## src/rtl/coremod_pkg.sv

```systemverilog
package coremod_pkg;

  localparam logic [31:0] ID_WORD     = 32'h411A3001;
  localparam logic [31:0] STAT_WORD   = 32'h00100000;
  localparam logic [31:0] OSC_RST     = 32'h01000048;
  localparam logic [31:0] AUX_RST     = 32'h0007FEFF;
  localparam logic [31:0] SDRAM_BASE  = 32'h00011122;
  localparam logic [31:0] INIT_RST    = 32'h00000112;
  localparam logic [15:0] UNLOCK_KEY  = 16'hA05F;

  localparam int SPD_BASE_WORD = 64;
  localparam int SPD_IDX_W     = 5;
  localparam int SPD_WORDS     = 1 << SPD_IDX_W;

  typedef struct packed {
    logic wrOsc;
    logic wrAux;
    logic wrCtrl;
    logic wrLock;
    logic wrSdram;
    logic wrInit;
    logic setFlags;
    logic clrFlags;
    logic setNv;
    logic clrNv;
    logic setIrqEn;
    logic clrIrqEn;
    logic setFiqEn;
    logic clrFiqEn;
    logic setSoft;
    logic clrSoft;
  } wrStrobeT;

  typedef enum logic [4:0] {
    RD_ZERO, RD_ID, RD_OSC, RD_CTRL, RD_STAT, RD_LOCK, RD_AUX, RD_SDRAM,
    RD_INIT, RD_REF, RD_FLAGS, RD_NV, RD_IRQST, RD_RAW, RD_IRQEN, RD_SOFT,
    RD_FIQST, RD_FIQEN, RD_SPD
  } rdSelT;

  function automatic logic [31:0] sdramSizeCode(int mb);
    if (mb >= 256)      return 32'h10;
    else if (mb >= 128) return 32'h0C;
    else if (mb >= 64)  return 32'h08;
    else if (mb >= 32)  return 32'h04;
    else                return 32'h00;
  endfunction

  function automatic logic [7:0] presenceByte(logic [SPD_IDX_W-1:0] idx, int mb);
    case (idx)
      5'd0:  return 8'd128;
      5'd1:  return 8'd8;
      5'd2:  return 8'd4;
      5'd3:  return 8'd11;
      5'd4:  return 8'd9;
      5'd5:  return 8'd1;
      5'd6:  return 8'd64;
      5'd8:  return 8'd2;
      5'd9:  return 8'hA0;
      5'd10: return 8'hA0;
      5'd13: return 8'd8;
      5'd15: return 8'd1;
      5'd16: return 8'h0E;
      5'd17: return 8'd4;
      5'd18: return 8'h1C;
      5'd19: return 8'd1;
      5'd20: return 8'd2;
      5'd21: return 8'h20;
      5'd22: return 8'hC0;
      5'd27: return 8'h30;
      5'd28: return 8'h28;
      5'd29: return 8'h30;
      5'd30: return 8'h28;
      5'd31: begin
        if (mb >= 256)      return 8'd64;
        else if (mb >= 128) return 8'd32;
        else if (mb >= 64)  return 8'd16;
        else if (mb >= 32)  return 8'd4;
        else                return 8'd2;
      end
      default: return 8'd0;
    endcase
  endfunction

endpackage

```

## src/rtl/coremod_decode.sv

```systemverilog
module coremod_decode
  import coremod_pkg::*;
#(
  parameter int ADDR_W = 12
) (
  input  logic                 wrEn,
  input  logic [ADDR_W-1:0]    addr,
  input  logic                 unlocked,
  output wrStrobeT             stb,
  output rdSelT                rdSel,
  output logic [SPD_IDX_W-1:0] spdIdx
);

  localparam int WORD_W = ADDR_W - 2;

  logic [WORD_W-1:0] wordIdx;
  int                wordNum;

  assign wordIdx = addr[ADDR_W-1:2];
  assign wordNum = int'(wordIdx);
  assign spdIdx  = wordIdx[SPD_IDX_W-1:0];

  always_comb begin
    stb = '0;
    if (wrEn) begin
      case (wordNum)
        2:  stb.wrOsc    = unlocked;
        3:  stb.wrCtrl   = 1'b1;
        5:  stb.wrLock   = 1'b1;
        7:  stb.wrAux    = unlocked;
        8:  stb.wrSdram  = 1'b1;
        9:  stb.wrInit   = 1'b1;
        12: stb.setFlags = 1'b1;
        13: stb.clrFlags = 1'b1;
        14: stb.setNv    = 1'b1;
        15: stb.clrNv    = 1'b1;
        18: stb.setIrqEn = 1'b1;
        19: stb.clrIrqEn = 1'b1;
        20: stb.setSoft  = 1'b1;
        21: stb.clrSoft  = 1'b1;
        26: stb.setFiqEn = 1'b1;
        27: stb.clrFiqEn = 1'b1;
        default: ;
      endcase
    end
  end

  always_comb begin
    rdSel = RD_ZERO;
    if (wordNum >= SPD_BASE_WORD && wordNum < SPD_BASE_WORD + SPD_WORDS) begin
      rdSel = RD_SPD;
    end else begin
      case (wordNum)
        0:  rdSel = RD_ID;
        2:  rdSel = RD_OSC;
        3:  rdSel = RD_CTRL;
        4:  rdSel = RD_STAT;
        5:  rdSel = RD_LOCK;
        7:  rdSel = RD_AUX;
        8:  rdSel = RD_SDRAM;
        9:  rdSel = RD_INIT;
        10: rdSel = RD_REF;
        12: rdSel = RD_FLAGS;
        14: rdSel = RD_NV;
        16: rdSel = RD_IRQST;
        17: rdSel = RD_RAW;
        18: rdSel = RD_IRQEN;
        20: rdSel = RD_SOFT;
        24: rdSel = RD_FIQST;
        25: rdSel = RD_RAW;
        26: rdSel = RD_FIQEN;
        default: rdSel = RD_ZERO;
      endcase
    end
  end

  // a single bus write never touches two registers
  always_comb begin
    a_r1_one_strobe: assert ($onehot0(stb));
  end

endmodule

```

## src/rtl/coremod_regs.sv

```systemverilog
module coremod_regs
  import coremod_pkg::*;
#(
  parameter int MEM_MB  = 128,
  parameter int REF_NUM = 24,
  parameter int REF_DEN = 50
) (
  input  logic                 clk,
  input  logic                 rstN,
  input  wrStrobeT             stb,
  input  rdSelT                rdSel,
  input  logic [SPD_IDX_W-1:0] spdIdx,
  input  logic [31:0]          wrData,
  output logic [31:0]          rdData,
  output logic                 unlocked,
  output logic                 remapRam,
  output logic                 resetReq,
  output logic                 irqOut,
  output logic                 fiqOut
);

  localparam logic [31:0] SDRAM_RST = SDRAM_BASE | sdramSizeCode(MEM_MB);
  localparam int          ACC_W     = $clog2(REF_DEN + REF_NUM + 1);

  logic [31:0] oscReg, auxReg, sdramReg, initReg, flagsReg, nvReg;
  logic [31:0] irqEn, fiqEn, refCnt;
  logic [15:0] lockReg;
  logic        ledBit, softLvl;

  assign unlocked = (lockReg == UNLOCK_KEY);

  always_ff @(posedge clk or negedge rstN) begin
    if (!rstN) begin
      oscReg   <= OSC_RST;
      auxReg   <= AUX_RST;
      sdramReg <= SDRAM_RST;
      initReg  <= INIT_RST;
      flagsReg <= '0;
      nvReg    <= '0;
      irqEn    <= '0;
      fiqEn    <= '0;
      lockReg  <= '0;
      ledBit   <= 1'b0;
      remapRam <= 1'b0;
      softLvl  <= 1'b0;
      resetReq <= 1'b0;
    end else begin
      resetReq <= stb.wrCtrl & wrData[3];
      if (stb.wrOsc)   oscReg   <= wrData;
      if (stb.wrAux)   auxReg   <= wrData;
      if (stb.wrSdram) sdramReg <= wrData;
      if (stb.wrInit)  initReg  <= wrData;
      if (stb.wrLock)  lockReg  <= wrData[15:0];
      if (stb.wrCtrl) begin
        ledBit   <= wrData[0];
        remapRam <= wrData[2];
      end
      if (stb.setFlags) flagsReg <= flagsReg | wrData;
      if (stb.clrFlags) flagsReg <= flagsReg & ~wrData;
      if (stb.setNv)    nvReg    <= nvReg | wrData;
      if (stb.clrNv)    nvReg    <= nvReg & ~wrData;
      if (stb.setIrqEn) irqEn    <= irqEn | wrData;
      if (stb.clrIrqEn) irqEn    <= irqEn & ~wrData;
      if (stb.setFiqEn) fiqEn    <= fiqEn | wrData;
      if (stb.clrFiqEn) fiqEn    <= fiqEn & ~wrData;
      if (stb.setSoft && wrData[0]) softLvl <= 1'b1;
      if (stb.clrSoft && wrData[0]) softLvl <= 1'b0;
    end
  end

  generate
    if (REF_NUM >= REF_DEN) begin : g_direct
      always_ff @(posedge clk or negedge rstN) begin
        if (!rstN) refCnt <= '0;
        else       refCnt <= refCnt + 32'd1;
      end
    end else begin : g_frac
      logic [ACC_W-1:0] refAcc, accSum;
      assign accSum = refAcc + ACC_W'(REF_NUM);
      always_ff @(posedge clk or negedge rstN) begin
        if (!rstN) begin
          refAcc <= '0;
          refCnt <= '0;
        end else if (accSum >= ACC_W'(REF_DEN)) begin
          refAcc <= accSum - ACC_W'(REF_DEN);
          refCnt <= refCnt + 32'd1;
        end else begin
          refAcc <= accSum;
        end
      end
    end
  endgenerate

  logic irqHit, fiqHit;
  assign irqHit = softLvl & irqEn[0];
  assign fiqHit = softLvl & fiqEn[0];
  assign irqOut = irqHit;
  assign fiqOut = fiqHit;

  always_comb begin
    case (rdSel)
      RD_ID:    rdData = ID_WORD;
      RD_OSC:   rdData = oscReg;
      RD_CTRL:  rdData = {29'd0, remapRam, 1'b0, ledBit};
      RD_STAT:  rdData = STAT_WORD;
      RD_LOCK:  rdData = {15'd0, unlocked, lockReg};
      RD_AUX:   rdData = auxReg;
      RD_SDRAM: rdData = sdramReg;
      RD_INIT:  rdData = initReg;
      RD_REF:   rdData = refCnt;
      RD_FLAGS: rdData = flagsReg;
      RD_NV:    rdData = nvReg;
      RD_IRQST: rdData = {31'd0, irqHit};
      RD_RAW:   rdData = {31'd0, softLvl};
      RD_IRQEN: rdData = irqEn;
      RD_SOFT:  rdData = {31'd0, softLvl};
      RD_FIQST: rdData = {31'd0, fiqHit};
      RD_FIQEN: rdData = fiqEn;
      RD_SPD:   rdData = {24'd0, presenceByte(spdIdx, MEM_MB)};
      default:  rdData = '0;
    endcase
  end

  // without the key the oscillator word holds its value
  a_r3_osc_locked: assert property (@(posedge clk) disable iff (!rstN)
    !unlocked |=> $stable(oscReg));

  // remap output moves only on a control write
  a_r4_remap_hold: assert property (@(posedge clk) disable iff (!rstN)
    !stb.wrCtrl |=> $stable(remapRam));

  // a reset request always comes from a control write with bit 3
  a_r5_req_source: assert property (@(posedge clk) disable iff (!rstN)
    resetReq |-> $past(stb.wrCtrl && wrData[3]));

  // bits written to the clear address read back as zero
  a_r6_clear_flags: assert property (@(posedge clk) disable iff (!rstN)
    stb.clrFlags |=> ((flagsReg & $past(wrData)) == 32'd0));

  // the reference count advances by at most one per edge
  a_r9_count_step: assert property (@(posedge clk) disable iff (!rstN)
    1'b1 |=> (refCnt == $past(refCnt) || refCnt == $past(refCnt) + 32'd1));

endmodule

```

## src/rtl/coremod_sysctl.sv

```systemverilog
module coremod_sysctl
  import coremod_pkg::*;
#(
  parameter int ADDR_W  = 12,
  parameter int MEM_MB  = 128,
  parameter int REF_NUM = 24,
  parameter int REF_DEN = 50
) (
  input  logic              clk,
  input  logic              rstN,
  input  logic              wrEn,
  input  logic [ADDR_W-1:0] addr,
  input  logic [31:0]       wrData,
  output logic [31:0]       rdData,
  output logic              remapRam,
  output logic              resetReq,
  output logic              irqOut,
  output logic              fiqOut
);

  wrStrobeT             stb;
  rdSelT                rdSel;
  logic [SPD_IDX_W-1:0] spdIdx;
  logic                 unlocked;

  coremod_decode #(.ADDR_W(ADDR_W)) decode_i (
    .wrEn     (wrEn),
    .addr     (addr),
    .unlocked (unlocked),
    .stb      (stb),
    .rdSel    (rdSel),
    .spdIdx   (spdIdx)
  );

  coremod_regs #(
    .MEM_MB  (MEM_MB),
    .REF_NUM (REF_NUM),
    .REF_DEN (REF_DEN)
  ) regs_i (
    .clk      (clk),
    .rstN     (rstN),
    .stb      (stb),
    .rdSel    (rdSel),
    .spdIdx   (spdIdx),
    .wrData   (wrData),
    .rdData   (rdData),
    .unlocked (unlocked),
    .remapRam (remapRam),
    .resetReq (resetReq),
    .irqOut   (irqOut),
    .fiqOut   (fiqOut)
  );

endmodule

```

## config.mk

```make
export PLATFORM = sky130hd
export DESIGN_NAME = coremod_sysctl
export DESIGN_NICKNAME = d
export VERILOG_FILES = /design/src/rtl/coremod_pkg.sv /design/src/rtl/coremod_decode.sv /design/src/rtl/coremod_regs.sv /design/src/rtl/coremod_sysctl.sv
export SDC_FILE = /design/constraint.sdc
export NUM_CORES = 1
export LEC_CHECK = 0
export ABC_CLOCK_PERIOD_IN_PS = 5900
export BUFFER_PORTS_ARGS = -buffer_cell sky130_fd_sc_hd__buf_2
export CAP_MARGIN = 20
export CORE_MARGIN = 2
export CORE_UTILIZATION = 60
export DETAILED_ROUTE_END_ITERATION = 10
export MAX_ROUTING_LAYER = met4
export PLACE_DENSITY = 0.78
export SYNTH_ARGS = -nofsm -noshare
export SYNTH_HDL_FRONTEND = slang
export SYNTH_SLANG_ARGS = --single-unit
```

## constraint.sdc

```tcl
create_clock -name clk -period 5.9 [get_ports clk]
set_clock_uncertainty 0.1 [all_clocks]
set_input_delay 0.295 -clock clk [delete_from_list [all_inputs] [get_ports clk]]
set_output_delay 0.295 -clock clk [all_outputs]
set_load 0.01 [all_outputs]
```

Yosys cells after proc, flatten, opt, wreduce, memory -nomap -nowiden
Memory sizes are Yosys's and may differ from the RTL's.
Index checks and enable logic that the tools add are counted.
{ "op_classes": {"n_addsub": 3, "magnitude_cmp": 3, "n_eq_ne": 58, "muxes": 32, "bitwise": 12, "reduce_logical": 19} }
{ "op_table": {"columns": ["operator", "n"], "rows": [
  ["32-bit one-hot mux with 17 select lines", 1],
  ["32-bit two-way mux", 8],
  ["32-bit bitwise AND", 4],
  ["32-bit bitwise OR", 4],
  ["8-bit one-hot mux with 15 select lines", 1],
  ["5-bit == test, second input constant", 15],
  ["5-bit by 4-bit == test with 1-bit output, second input constant", 13],
  ["10-bit by 4-bit == test with 1-bit output, second input constant", 6],
  ["10-bit by 5-bit == test with 1-bit output, second input constant", 6],
  ["5-bit by 3-bit == test with 1-bit output, second input constant", 7],
  ["32-bit by 1-bit adder with 32-bit output, second input constant", 1],
  ["32-bit inverter", 1],
  ["27-bit logical NOT", 1],
  ["10-bit by 2-bit == test with 1-bit output, second input constant", 2],
  ["10-bit by 3-bit == test with 1-bit output, second input constant", 2],
  ["5-bit by 2-bit == test with 1-bit output, second input constant", 4],
  ["1-bit two-way mux", 18],
  ["16-bit == test, second input constant", 1],
  ["16-bit two-way mux", 1],
  ["2-bit OR reduction", 8],
  ["5-bit by 1-bit == test with 1-bit output, second input constant", 2],
  ["10-bit by 7-bit greater-or-equal comparator with 1-bit output, second input constant", 1],
  ["10-bit by 7-bit less-than comparator with 1-bit output, second input constant", 1],
  ["5-bit two-way mux", 2],
  ["other kinds (9)", 17]
]} }
{ "totals": {"regBits": 315, "rom_bits": 160, "elab_cells": 143, "n_memories": 1} }
{ "memory_table": {"columns": ["name", "depth", "width", "rd", "rd_ports_with_merged_regs", "write_ports", "line_no", "source"], "rows": [
  ["(name not given)", 32, 5, 1, 0, 0, "coremod_decode.sv:53", "case (wordNum)"]
]} }

Depth between registers and ports, before layout
Gate-level depths: netlist (run 1).
{ "depth": {"word_depth": 6, "mapped_depth": 12, "depth_no_buf": 9} }

By module
A second synthesis (run 1) with hierarchy kept.
{ "unflattened": {"cells_unflattened": 1343, "area_unflattened_um2": 14910.6} }
{ "by_module_without_submodules": {"columns": ["module", "n_inst", "cells_per_inst", "area_per_inst_um2", "seq_area_each_um2"], "rows": [
  ["coremod_regs", 1, 1262, 14373.8, 7896.3],
  ["coremod_decode", 1, 81, 536.8, 0.0]
]} }

Worst setup path after synthesis (run 1)
OpenSTA, ideal clock, no wires.
{ "synth_path": {"path_type": "in2out", "start": "input addr[2]", "end": "output rdData[23]", "arrival_ps": 2339, "path_slack_ps": 3166, "path_stages": 9, "path_buffers": 1, "path_cell_list": "inv_1 -> ha_1 -> or2_2 -> a31o_2 -> nor3_4 -> o2111a_1 -> clkbuf_1 -> a22oi_1 -> nand3_1"} }
{ "synth_via": {"elab_chain_cells": 6, "word_cells_on_any_way": 26, "cone_classes": "order compare (2); eq/ne (18); mux (3); reduce/logical (2); memory (1)"} }
{ "synth_lines": {"columns": ["element", "line_no", "source"], "rows": [
  ["start, declared", "coremod_sysctl.sv:12", "input logic [ADDR_W-1:0] addr,"],
  ["memory read 32 x 5 bit, or another cell as far along", null, null],
  ["5-bit two-way mux or 1-bit logical AND (tied branches)", "coremod_decode.sv:53, coremod_decode.sv:50", null],
  ["5-bit two-way mux *", "coremod_decode.sv:50", "if (wordNum >= SPD_BASE_WORD && wordNum < SPD_BASE_WORD + SPD_WORDS) begin"],
  ["5-bit by 4-bit == test with 1-bit output", "coremod_regs.sv:101", "case (rdSel)"],
  ["2-bit OR reduction (no source line)", null, null],
  ["32-bit one-hot mux with 17 select lines *", "coremod_regs.sv:101", null],
  ["end, declared", "coremod_sysctl.sv:14", "output logic [31:0] rdData,"]
]} }
Every way passes the cells marked *; elsewhere a longest branch is shown, timed or not.

Worst setup path after layout (run 1)
{ "layout_path": {"start": "input addr[2]", "end": "output rdData[15]"} }
Same word-level chain as after synthesis.

==> flow_summary.toml, run 1 <==
[run_status]
outcome = "finished clean"

[clocking]
cts_buffers = 35
clock_path_buffers = 3
clk_pin_slew_worst_paths_ns = 0.06
ctsResizeCount = 0
clock-sinks = 314
clock_latency_ns = 0.53
root_buffer = "clkbuf_16"
cts_tree = "done"
h-tree-depth = 2

[synth]
synth.avg_cell_area_um2 = 10.62
postSynth.asyncResetShare_pct = 100.0
synth_seq_cells = 314
synthesis.area_um2 = 15300
ys_seq_area_share_pct = 51.61
synth_edf_count = 0
synth-main-ff-cell = "dfrtp_1"
syn-num-nets = 1499
synth_top_area_cell = "dfrtp_1"
syn_inst = 1440
synth_area_leaders = "dfrtp_1, mux2_2, a21oi_1"
synthDistinctLibCells = 73
ys_warn_count = 0
synth_top_area_share_pct = 46.29

[power_and_ir_drop]
max-vdd-ir-drop_v = 0.0002228
leakage_uw = 0.008149
p_per_area_nw_per_um2 = 277.7

[detailed_routing]
postRouteAntennaNets = 0
vias_per_cell = 6.615
vias = 12180
first_pass_iters = 6
wirelength_mm = 43.53
wl_per_cell_um = 23.64
drtIter0Drc = 1592
drc_errors = 0

[global_routing]
grt_max_degree = 129
grt_overflow = 0
grt_first_pass_wirelength_mm = 68.06
grtUsageTotal_pct = 34.25
antenna_found_initial = 1
grt_pass1_vias = 11970

[worst_setup_path]
end_kind = "output pin"
rrSetupSlack_ns = 2.59
worstPathRequired_ns = 5.51
critPathMaxFanout = 28
worstPathArrival_ns = 4.06
start_kind = "input port"
reg2reg_to = "regs_i.auxReg[19]"
crit_start = "addr[2]"
reg2reg_from = "regs_i.lockReg[10]"
crit_type = "in2out"
reg2reg_depth = 5

[floorplanning]
top_level_ports = 83
initial_core_util_pct = 60.93
rows = 58
die-area_um2 = 26790
core_um2 = 25110
die_h_um = 163.7
dieWidth_um = 163.7

[timing]
max_slew_margin_pct = 19.43
fmax_ghz = 0.2243
tightest_slew_ns = 1.199
worst_hold_slack_ns = 0.01771
worst_slack_ns = 1.441
period_needed_ns = 4.459
fin_tns_setup_ns = 0
report.final.hold_viol_count = 0
setup_viol = 0
period_share_pct = 75.57
timing.final.max_slew_violations = 0
grt_setup_unrepaired = "false"

[finish]
area_growth_pct = 13.23
finalInstanceArea_um2 = 17320
nets = 1542
drive_gt1_share_pct = 24.37
final_common_cell = "dfrtp_1"
final_cell_mix = "dfrtp_1, a21oi_1, nand2_1"

[place]
gp_congestion = 0.8952
port_buffers = 80
dpl_cell_area_um2 = 15740
dp_slack_ns = 1.620
dpl.hpwl_mm = 25.39

[hold_path]
holdPathStages = 2
hold_class = "in2reg"
min_from = "wrData[14]"

[run]
drv_cap = 0
==> final cells by class <==
class / count / area (µm²)
Sequential cell: 314 / 7896
Clock buffer: 53 / 1095
Tap cell: 330 / 412.9
Fill cell: 1912 / 7785
Inverter: 15 / 56.30
Timing Repair Buffer: 132 / 910.9
Antenna cell: 1 / 2.502
Multi-Input combinational cell: 985 / 6775
Clock inverter: 11 / 175.2
==> how the worst max path moves through the flow <==
stage | to | slack, ns | depth (start not counted)
2_1_floorplan | rdData[23] | 3.17 | 9
3_3_place_gp | rdData[15] | 1.64 | 12
3_5_place_dp | rdData[15] | 1.62 | 12
4_1_cts | rdData[15] | 1.57 | 12
5_1_grt | rdData[15] | 1.32 | 10
6_report | rdData[15] | 1.44 | 12
==> metal layers <==
metal | vias up | global-route usage [%] | wire length (µm)
li1 | 5318 | - | -
met1 | 6003 | 45.17 | 17100
met2 | 707 | 52.20 | 20480
met3 | 151 | 6.044 | 4203
met4 | 0 | 15.43 | 1744
met5 | - | - | 0
==> Yosys cell counts, drive strengths merged, types with 12 or more instances <==
master   count
mux2i       21
buf         65
a22oi       19
o21ai       50
a222oi      19
mux2       152
ha          12
nand3       39
clkbuf      61
xnor2       27
inv         15
dfrtp      283
nor2        34
o2bb2ai     14
a221oi      24
dfstp       31
and4        14
a21oi      243
nand2      183
and2        12
==> worst max-delay path, stage by stage <==
cell      delay, ns
buf_2          0.16
inv_1          0.13
ha_1           0.44
mux2_2         0.24
a22o_1         0.21
nand2b_2       0.66
buf_4          0.42
and3_1         0.82
a22o_1         0.26
a221oi_1       0.06
nand3_1        0.19
buf_2          0.15
==> through the flow <==
stage | total power [µW] | instances | utilization (%)
floorplan | 2370 | 1440 | -
CTS | 4819 | 1838 | 68.80
finish | 4810 | 1841 | 69.00
global placement | 2471 | 1748 | 62.70
detailed placement | 2476 | 1748 | 62.70
global route | 4938 | 1841 | 69.00
==> power by group <==
group	internal, µW	switching (µW)
sequential	2180	14.3
combinational	75.3	187
clock	1460	893
==> kinds of logic (layout without fill, tap and decap cells) <==
logic type	after synthesis	count (layout)	synth area share [%]
flip-flops	314	314	51.61
other	0	1	0
buffers and inverters	141	211	4.302
AO/OA/AOI/OAI	420	420	17.04
AND/OR/NAND/NOR	344	344	11.44
XOR/XNOR	36	36	2.061
multiplexers	173	173	12.56
adder cells (fa/ha/maj)	12	12	0.9813
==> timing repair <==
item,CTS,global route
hold endpoints to repair,156,0
buffers inserted,0,0
hold buffers,26,0
(Power assumes the default switching activity.)
==> run 2, diff against run 1 <==
- ABC_AREA: unset -> 1
- ABC_CLOCK_PERIOD_IN_PS: 5900 -> 4600
- clock period: 5.9 -> 4.6 ns (I/O delays scaled with it)
==> run 2 against run 1 <==
Against the previous run: total power up 21%; hold slack better by 0.20 ns; critical path type unchanged; sequential power up 29%; via count up 22%; register-to-register slack worse by 1.1 ns; sequential share of layout area down 2.6 points; synthesized area up 6.2%; critical endpoint is now rdData[25].
==> flow_summary.toml, run 2 <==
[worst_setup_path]
crit_type = "in2out"
rrSetupSlack_ns = 1.45
reg2reg_from = "regs_i.g_frac.refAcc[3]"
end_kind = "output pin"
start_kind = "input port"
reg2reg_depth = 12
critPathMaxFanout = 12
worstPathRequired_ns = 4.27
worstPathArrival_ns = 3.33
cp-endpoint = "rdData[25]"
crit_start = "addr[11]"
reg2reg_to = "regs_i.refCnt[14]"

[power_and_ir_drop]
p_clk_share_pct = 46.6
max-vdd-ir-drop_v = 0.0003576
p_per_area_nw_per_um2 = 316.7
power_switching_uw = 1364
leakage_uw = 0.009089
seqPwrFrac_pct = 48.5
p_int_uw = 4458
comb_power_share_pct = 4.9
swShare_pct = 23.43

[detailed_routing]
drc_errors = 0
wirelength_mm = 48.82
drtIter0Drc = 1564
postRouteAntennaNets = 0
first_pass_iters = 6
vias = 14900
wl_per_cell_um = 19.12
vias_per_cell = 5.837

[floorplanning]
rows = 60
die-area_um2 = 28420
dieWidth_um = 168.6
die_h_um = 168.6
top_level_ports = 83
core_um2 = 26800
initial_core_util_pct = 60.64

[clocking]
cts_buffers = 35
h-tree-depth = 2
clk_pin_slew_worst_paths_ns = 0.06
cts_tree = "done"
clock_path_buffers = 3
root_buffer = "clkbuf_16"
clock-sinks = 314
clock_latency_ns = 0.52

[place]
dpl.hpwl_mm = 30.93
port_buffers = 80
gp_congestion = 0.9713
dpl_cell_area_um2 = 16940
dp_slack_ns = 1.084

[run_status]
outcome = "finished clean"

[timing]
report.final.hold_viol_count = 0
fin_tns_setup_ns = 0
worst_hold_slack_ns = 0.2157
max_slew_margin_pct = 33.78
timing.final.max_slew_violations = 0
setup_viol = 0
fmax_ghz = 0.2730
period_needed_ns = 3.663
period_share_pct = 79.63
tightest_slew_ns = 0.9933
worst_slack_ns = 0.9370
grt_setup_unrepaired = "false"

[global_routing]
antenna_found_initial = 1
grt_first_pass_wirelength_mm = 78.26
grt_max_degree = 127
grt_pass1_vias = 14380
grt_overflow = 0
grtUsageTotal_pct = 36.41

[finish]
final_cell_mix = "nand2_1, o21ai_0, dfrtp_1"
drive_gt1_share_pct = 11.62
area_growth_pct = 13.13
nets = 2243
final_common_cell = "nand2_1"
finalInstanceArea_um2 = 18390

[synth]
syn_inst = 2097
postSynth.asyncResetShare_pct = 100.0
ys_seq_area_share_pct = 48.59
synth_mux_area_share_pct = 0
synth_top_area_cell = "dfrtp_1"
syn-num-nets = 2156
synth-simple-area-share_pct = 26.13
synthDistinctLibCells = 43
synth_adder_area_share_pct = 0.9239
synth_top_family_by_area = "simple AND/OR/NAND/NOR gates"
synth-main-ff-cell = "dfrtp_1"
synth_edf_count = 0
synthesis.area_um2 = 16250
synth.avg_cell_area_um2 = 7.750
synth_top_area_share_pct = 43.58
synth_most_common_cell = "nand2_1"
ys_warn_count = 0
synth_compound_area_share_pct = 14.60
synth_common_cells = "nand2_1, o21ai_0, dfrtp_1"
synthXorXnorAreaFrac_pct = 1.994
synth_seq_cells = 314
synth_area_leaders = "dfrtp_1, nand2_1, o21ai_0"

[run]
drv_cap = 0

[hold_path]
hold_class = "in2reg"
-- run 2: changes by cell type in the layout (fill, tap and decap cells not counted), sizes merged, moves of 19 or more --
| cell | change |
|---|---|
| a21oi | -231 |
| a221oi | -24 |
| a222oi | -19 |
| inv | +208 |
| mux2 | -152 |
| mux2i | -21 |
| nand2 | +411 |
| nand3 | +84 |
| nor2 | +174 |
| o21ai | +275 |
| o31ai | +38 |
| xnor2 | -22 |
| xor2 | +23 |
-- run 2: timing repair --
item	4_1_cts	5_1_grt
hold buffers	33	0
hold endpoints to repair	141	0
resized for setup	0	0
buffers inserted	0	0
-- run 2: power groups by stage --
stage	Combinational (µW)	Sequential, µW	Clock (µW)
floorplan	132	2870	0
global placement	255	2870	0
detailed placement	260	2870	0
CTS	283	2820	2730
global route	322	2820	2840
finish	284	2820	2720
-- run 2: cell families after synthesis --
logic type | after synthesis
simple gates | 998
compound gates | 418
buf+inv | 318
flops | 314
xor+xnor | 37
fa+ha+maj | 12
-- run 2: metrics by stage --
step | util, % | total power [µW] | std cells
global placement | 63.19 | 3124 | 2454
floorplan | - | 2998 | 2097
global route | 68.60 | 5987 | 2553
finish | 68.60 | 5822 | 2553
detailed placement | 63.19 | 3130 | 2454
CTS | 68.53 | 5838 | 2551
-- run 2: critical path: stages --
cell      delay (ns)
buf_2           0.10
nor2_2          0.15
inv_2           0.12
nor2_2          0.54
nand2_1         0.19
a21oi_2         0.31
nand2_2         0.17
nor2_2          0.63
buf_4           0.38
nand2_1         0.07
o21ai_0         0.12
nand3b_1        0.16
buf_2           0.14
-- run 2: layout make-up --
class,instances,area (µm²)
clock buffers,53,1005
flip-flops and latches,314,7896
well taps,341,426.7
diodes,1,2.502
fillers,2213,8416
multi-input cells,1465,7134
repair buffers,141,970.9
inverters,227,852.1
clock inverters,11,97.59
-- run 2: per-layer routing --
| metal | vias up | GRT usage [%] | routed length, µm |
|---|---|---|---|
| met5 | - | - | 0 |
| met4 | 0 | 13.38 | 1790 |
| met3 | 133 | 7.926 | 4728 |
| met2 | 700 | 56.36 | 22180 |
| met1 | 7099 | 47.72 | 20120 |
| li1 | 6970 | - | - |
-- run 2: worst min path at each step --
| stage | from | end | depth (start not counted) |
|---|---|---|---|
| floorplan | rstN | asynchronous set/reset pin | 0 |
| global placement | rstN | regs_i.softLvl | 1 |
| detailed placement | rstN | asynchronous set/reset pin | 1 |
| CTS | addr[4] | regs_i.softLvl | 4 |
| global route | wrEn | regs_i.lockReg[7] | 4 |
| finish | wrEn | regs_i.lockReg[7] | 4 |
